## src/rtl/intc_pkg.sv

```systemverilog
package intc_pkg;
  localparam int NSRC   = 11;
  localparam int SLOT_W = $clog2(NSRC);
  localparam int VEC_W  = 14;
  localparam int NPIN   = 6;
  localparam int NCTL   = 5;

  // slot numbers, lower wins
  localparam int S_PDN = 0;
  localparam int S_XA  = 1;
  localparam int S_LB  = 2;
  localparam int S_LC  = 3;
  localparam int S_P0T = 4;
  localparam int S_P0R = 5;
  localparam int S_XE  = 6;
  localparam int S_DMA = 7;
  localparam int S_P1T = 8;
  localparam int S_P1R = 9;
  localparam int S_TMR = 10;

  localparam logic [1:0] CFG_MASK  = 2'd0;
  localparam logic [1:0] CFG_CTRL  = 2'd1;
  localparam logic [1:0] CFG_SWSET = 2'd2;
  localparam logic [1:0] CFG_SWCLR = 2'd3;

  localparam int C_GIE = 0;
  localparam int C_EA  = 1;
  localparam int C_ED  = 2;
  localparam int C_EF  = 3;
  localparam int C_PM  = 4;

  localparam logic [VEC_W-1:0] PDN_VEC = 14'h002C;

  function automatic logic [VEC_W-1:0] slot_vector(input logic [SLOT_W-1:0] s);
    if (s == SLOT_W'(S_PDN)) return PDN_VEC;
    return VEC_W'(s) << 2;
  endfunction

  function automatic logic [SLOT_W-1:0] first_set(input logic [NSRC-1:0] v);
    logic [SLOT_W-1:0] r;
    r = '0;
    for (int i = NSRC - 1; i >= 0; i--) begin
      if (v[i]) r = SLOT_W'(i);
    end
    return r;
  endfunction
endpackage

```

## src/rtl/intc_pin_front.sv

```systemverilog
module intc_pin_front
  import intc_pkg::*;
#(
  parameter int W = NPIN
) (
  input  logic         clk,
  input  logic         rst_n,
  input  logic [W-1:0] pin_n,
  input  logic [W-1:0] edge_mode,
  output logic [W-1:0] hit
);
  for (genvar g = 0; g < W; g++) begin : g_pin
    logic s1, s2, s3;
    always_ff @(posedge clk) begin
      if (!rst_n) begin
        s1 <= 1'b1;
        s2 <= 1'b1;
        s3 <= 1'b1;
      end else begin
        s1 <= pin_n[g];
        s2 <= s1;
        s3 <= s2;
      end
    end
    // edge: falling seen after the synchronizer; level: synced low
    assign hit[g] = edge_mode[g] ? (s3 & ~s2) : ~s2;
  end
endmodule

```

## src/rtl/intc_pending.sv

```systemverilog
module intc_pending
  import intc_pkg::*;
#(
  parameter int N = NSRC
) (
  input  logic         clk,
  input  logic         rst_n,
  input  logic [N-1:0] set_in,
  input  logic [N-1:0] clr_in,
  input  logic [N-1:0] level_in,
  output logic [N-1:0] pend
);
  logic [N-1:0] sticky_q;

  always_ff @(posedge clk) begin
    if (!rst_n) sticky_q <= '0;
    else        sticky_q <= (sticky_q & ~clr_in) | set_in;
  end

  assign pend = sticky_q | level_in;
endmodule

```

## src/rtl/intc_arbiter.sv

```systemverilog
module intc_arbiter
  import intc_pkg::*;
(
  input  logic              clk,
  input  logic              rst_n,
  input  logic [NSRC-1:0]   elig,
  input  logic              ack,
  output logic              req_o,
  output logic [VEC_W-1:0]  vec_o,
  output logic [SLOT_W-1:0] slot_o
);
  logic [SLOT_W-1:0] win;
  logic              any_elig;

  assign win      = first_set(elig);
  assign any_elig = |elig;

  always_ff @(posedge clk) begin
    if (!rst_n) begin
      req_o  <= 1'b0;
      vec_o  <= '0;
      slot_o <= '0;
    end else if (req_o) begin
      if (ack) req_o <= 1'b0;
    end else if (any_elig) begin
      req_o  <= 1'b1;
      slot_o <= win;
      vec_o  <= slot_vector(win);
    end
  end
endmodule

```

## src/rtl/prio_vec_intc.sv

```systemverilog
module prio_vec_intc
  import intc_pkg::*;
(
  input  logic              clk,
  input  logic              rst_n,
  input  logic [NPIN-1:0]   ext_req_n,
  input  logic              pdn_evt,
  input  logic              sp0_tx_evt,
  input  logic              sp0_rx_evt,
  input  logic              dma_evt,
  input  logic              sp1_tx_evt,
  input  logic              sp1_rx_evt,
  input  logic              tmr_evt,
  input  logic              cfg_we,
  input  logic [1:0]        cfg_addr,
  input  logic [NSRC-1:0]   cfg_wdata,
  input  logic              ack,
  output logic              irq_req,
  output logic [VEC_W-1:0]  irq_vec
);
  logic [NSRC-1:1]   mask_q;
  logic [NCTL-1:0]   ctrl_q;
  logic              gie_q;
  logic              pin_mode;
  logic [NPIN-1:0]   edge_mode;
  logic [NPIN-1:0]   pin_hit;
  logic [NSRC-1:0]   sw_set, sw_clr, ack_clr;
  logic [NSRC-1:0]   set_all, lvl_all, pend_all, elig_all;
  logic [SLOT_W-1:0] svc_slot;
  logic              svc_done;

  // configuration registers
  always_ff @(posedge clk) begin
    if (!rst_n) begin
      mask_q <= '0;
      ctrl_q <= '0;
    end else if (cfg_we) begin
      if (cfg_addr == CFG_MASK) mask_q <= cfg_wdata[NSRC-1:1];
      if (cfg_addr == CFG_CTRL) ctrl_q <= cfg_wdata[NCTL-1:0];
    end
  end

  assign gie_q    = ctrl_q[C_GIE];
  assign pin_mode = ctrl_q[C_PM];
  assign sw_set   = (cfg_we && cfg_addr == CFG_SWSET) ? cfg_wdata : '0;
  assign sw_clr   = (cfg_we && cfg_addr == CFG_SWCLR) ? cfg_wdata : '0;

  // pin order: 0 prog, 1 level, 2 level, 3 edge, 4 prog shared, 5 prog shared
  assign edge_mode = {ctrl_q[C_EF], ctrl_q[C_ED], 1'b1, 1'b0, 1'b0, ctrl_q[C_EA]};

  intc_pin_front #(.W(NPIN)) u_front (
    .clk      (clk),
    .rst_n    (rst_n),
    .pin_n    (ext_req_n),
    .edge_mode(edge_mode),
    .hit      (pin_hit)
  );

  always_comb begin
    set_all = '0;
    lvl_all = '0;
    set_all[S_PDN] = pdn_evt;
    set_all[S_XA]  = pin_hit[0] & ctrl_q[C_EA];
    lvl_all[S_XA]  = pin_hit[0] & ~ctrl_q[C_EA];
    lvl_all[S_LB]  = pin_hit[1];
    lvl_all[S_LC]  = pin_hit[2];
    set_all[S_P0T] = sp0_tx_evt;
    set_all[S_P0R] = sp0_rx_evt;
    set_all[S_XE]  = pin_hit[3];
    set_all[S_DMA] = dma_evt;
    set_all[S_P1T] = pin_mode ? (pin_hit[4] & ctrl_q[C_ED]) : sp1_tx_evt;
    lvl_all[S_P1T] = pin_mode & pin_hit[4] & ~ctrl_q[C_ED];
    set_all[S_P1R] = pin_mode ? (pin_hit[5] & ctrl_q[C_EF]) : sp1_rx_evt;
    lvl_all[S_P1R] = pin_mode & pin_hit[5] & ~ctrl_q[C_EF];
    set_all[S_TMR] = tmr_evt;
    set_all = set_all | sw_set;
  end

  assign svc_done = irq_req & ack;
  assign ack_clr  = svc_done ? (NSRC'(1) << svc_slot) : '0;

  intc_pending #(.N(NSRC)) u_pend (
    .clk     (clk),
    .rst_n   (rst_n),
    .set_in  (set_all),
    .clr_in  (ack_clr | sw_clr),
    .level_in(lvl_all),
    .pend    (pend_all)
  );

  // power-down bypasses mask and global enable
  assign elig_all[S_PDN]    = pend_all[S_PDN];
  assign elig_all[NSRC-1:1] = pend_all[NSRC-1:1] & mask_q & {(NSRC-1){gie_q}};

  intc_arbiter u_arb (
    .clk   (clk),
    .rst_n (rst_n),
    .elig  (elig_all),
    .ack   (ack),
    .req_o (irq_req),
    .vec_o (irq_vec),
    .slot_o(svc_slot)
  );
endmodule

```

## config.mk

```make
export PLATFORM = sky130hd
export DESIGN_NAME = prio_vec_intc
export DESIGN_NICKNAME = d
export VERILOG_FILES = /design/src/rtl/intc_pkg.sv /design/src/rtl/intc_pin_front.sv /design/src/rtl/intc_pending.sv /design/src/rtl/intc_arbiter.sv /design/src/rtl/prio_vec_intc.sv
export SDC_FILE = /design/constraint.sdc
export NUM_CORES = 1
export LEC_CHECK = 0
export BUFFER_PORTS_ARGS = -buffer_cell sky130_fd_sc_hd__buf_2
export CAP_MARGIN = 20
export CORE_MARGIN = 5
export CORE_UTILIZATION = 35
export CTS_CLUSTER_DIAMETER = 150
export DETAILED_ROUTE_END_ITERATION = 12
export GPL_TIMING_DRIVEN = 0
export PLACE_DENSITY_LB_ADDON = 0.25
export REMOVE_ABC_BUFFERS = 1
export SYNTH_ARGS = -nofsm -noshare
export SYNTH_HDL_FRONTEND = slang
export SYNTH_SLANG_ARGS = --single-unit
```

## constraint.sdc

```tcl
create_clock -name clk -period 2 [get_ports clk]
set_input_delay 0.6 -clock clk [delete_from_list [all_inputs] [get_ports clk]]
set_output_delay 0.6 -clock clk [all_outputs]
set_load 0.05 [all_outputs]
```

==> results.py <==
metrics = {
    "route": {
        "vias": 1731,
        "viasPerCell": 5.02,
        "route.detailed.drc": 0,
        "wire_per_inst_um": 14.5,
        "finalWirelength_um": 5000,
        "firstDrtPassIters": 4,
        "drt_iter0_drc": 68,
        "ant_nets": 0,
    },
    "sta": {
        "rsz0062_at_grt": "false",
        "fin_crit_sh_pct": 90.8,
        "fin_skew_ns": 0.00970,
        "timing.slew.headroom_pct": 48.8,
        "fmax_ghz": 0.551,
        "worst_pin_slew_ns": 0.768,
        "layout_min_cycle_time_ns": 1.82,
        "slew_viol_final": 0,
        "hold_viol_final": 0,
        "setup_viol": 0,
    },
    "finish": {
        "antenna_cells": 0,
        "fillers": 649,
        "drive_gt1_share_pct": 20.9,
        "utilization_pct": 40.4,
        "multi_input_area_mm2": 0.00114,
        "area_growth_pct": 13.4,
        "final_area_mm2": 0.00254,
        "nNetsFinal": 297,
        "regArea_mm2": 0.00100,
    },
    "yosys": {
        "synth_seq_area_share_pct": 44.7,
        "synthCells": 236,
        "synth_edf_count": 0,
        "ys.flop_type": "dfxtp_1",
        "yosysMostFrequentCell": "dfxtp_1",
        "post_synth_num_cell_types": 45,
        "ys_ff_latch": 50,
        "synth_top_area_share_pct": 44.7,
        "yosys.area.top_type": "dfxtp_1",
        "synthArstFlopShare_pct": 0,
        "synth_common_cells": "dfxtp_1 (50), nor2b_1 (23), mux2i_1 (15), nand2_1 (15), nand2b_1 (14)",
        "netlist_top_cells_area": "dfxtp_1 (45%), mux2i_1 (6.7%), nor2b_1 (6.4%), nand2b_1 (3.9%), buf_4 (3.7%)",
        "synth.avg_cell_area_um2": 9.49,
        "syn_area_mm2": 0.00224,
        "yosys_warnings": 0,
    },
    "placement": {
        "place.gp.congestion": 0.798,
        "postPlaceCellArea_mm2": 0.00244,
        "portBuffers": 34,
        "hpwl_um": 3770,
    },
    "setup_path": {
        "crit_fanout": 6,
        "critical_path_required_ns": 2.19,
        "critical_path_arrival_ns": 2.01,
        "crit_path_start_kind": "flop",
        "crit_chain": "nand2_1 -> o31ai_1 -> o311a_2 -> nor3b_1 -> o31a_2",
        "slowest_delay_ns": 0.48,
        "slowest_stage": "o31ai_1",
        "critPathBufInv": 0,
        "cp_top_family": "compound AO/OA/AOI/OAI gates",
        "critPathKind": "flop to flop",
        "crit_path_end_kind": "flop",
    },
    "clocking": {
        "htreeDepth": 2,
        "cts_buffers": 5,
        "cts-root-buf": "clkbuf_8",
        "tritoncts": "yes",
        "post_cts_buffers": 0,
        "cts.clk_slew.worst_paths_ns": 0.09,
        "clock_path_buffers": 2,
        "clk_latency_ns": 0.30,
        "post_cts_resized": 0,
        "hold_buffers": 0,
        "cts_sinks": 50,
    },
    "power_and_ir_drop": {
        "p_leak_uw": 0.00100,
        "max-vdd-ir-drop_mv": 0.358,
        "total_power_uw": 1930,
        "power.density_mw_per_mm2": 760,
    },
    "global_route": {
        "grt-busiest-layer": "met2",
        "grt.met1_usage_pct": 16.4,
        "grt-ovfl-total": 0,
        "grt_max_degree": 51,
        "antenna_found_initial": 0,
        "grt_usage_pct": 12.2,
        "grt_pass1_wl_um": 8160,
        "grt_pass1_vias": 1663,
        "grt_use_met3_pct": 2.84,
        "met2_usage_pct": 19.6,
    },
    "floorplanning": {
        "die_width_um": 90.0,
        "coreArea_mm2": 0.00628,
        "floorplan.die.height_um": 90.0,
        "die_area_mm2": 0.00810,
        "ios": 45,
        "initial_core_util_pct": 35.7,
        "num_rows": 29,
    },
    "run": {
        "cap_violations": 0,
    },
    "worst_hold_path": {
        "hp-class": "flop to flop",
    },
    "run_status": {
        "run_status": "finished, final reports clean",
    },
}
==> stage by stage <==
stage	setup TNS (ns)	worst slack (ns)	cells	hold WS [ns]
after floorplan	-1.64	-0.164	225	0.386
after global placement	-8.27	-0.838	336	0.388
after detailed placement	0	0.0589	337	0.391
after CTS	0	0.0677	345	0.402
after global routing	0	0.0256	345	0.423
final	0	0.185	345	0.400
==> per-layer routing <==
metal  routed length, µm  share of wire, %
met1                2350                47
met2                2300                46
met3                 287               5.7
met4                  58               1.2
met5                   0                 0
==> flip-flops by register name, summed over array words and instances (netlist names) <==
name              cells
u_front.g_pin.s2      6
u_pend.sticky_q      11
u_front.g_pin.s1      6
u_front.g_pin.s3      4
mask_q               10
u_arb.slot_o          3
u_arb.vec_o           4
ctrl_q                5
u_arb.req_o           1
==> cells by family (layout without fill, tap and decap cells) <==
group                  count (synthesis)  in the layout  share of synthesized area (%)
and+or+nand+nor                       86             86                           22.1
buffers and inverters                 27             50                           6.54
DFF                                   50             50                           44.7
muxes                                 15             15                           6.70
other                                  1             10                          0.167
AOI/OAI and AO/OA                     57             57                           19.8
==> final cells by class <==
type | instances | share of cell area [%]
clock buffer | 6 | 3.25
clock inverter | 2 | 0.493
inverter | 7 | 1.03
multi-input combinational | 168 | 44.8
sequential | 50 | 39.5
tap | 77 | 3.79
timing repair buffer | 35 | 7.15
==> worst paths after layout <==
check	to	startpoint	depth (start not counted)	slack [ns]
setup / recovery	u_arb.vec_o[3]	ctrl_q[4]	5	0.18
hold / removal	u_front.g_pin[1].s2	u_front.g_pin[1].s1	1	0.40
setup reg to reg	u_arb.vec_o[3]	ctrl_q[4]	5	0.18
hold reg to reg	u_front.g_pin[1].s2	u_front.g_pin[1].s1	1	0.40
==> power by group <==
part	internal [µW]	total, µW	leakage (µW)	switching [µW]
combinational	91.7	250	0.000544	159
clock	278	607	0.0000472	328
sequential	1040	1070	0.000412	31.2
==> placed cells by master, fill, tap and decap left out, drive strengths merged, types with 4 or more instances in the layout <==
| cell | Yosys | final |
|---|---|---|
| inv | 7 | 7 |
| nor2 | 8 | 8 |
| a221oi | 6 | 6 |
| a31oi | 5 | 5 |
| o31ai | 4 | 4 |
| a21boi | 4 | 4 |
| and2 | 5 | 5 |
| a22oi | 7 | 7 |
| dfxtp | 50 | 50 |
| clkbuf | 6 | 6 |
| conb | 1 | 10 |
| mux2i | 15 | 15 |
| buf | 14 | 35 |
| o21ai | 4 | 4 |
| nor3b | 6 | 6 |
| nand2b | 14 | 14 |
| nand2 | 15 | 15 |
| nor2b | 23 | 23 |
Note: power is estimated with default switching activity, not from simulation.
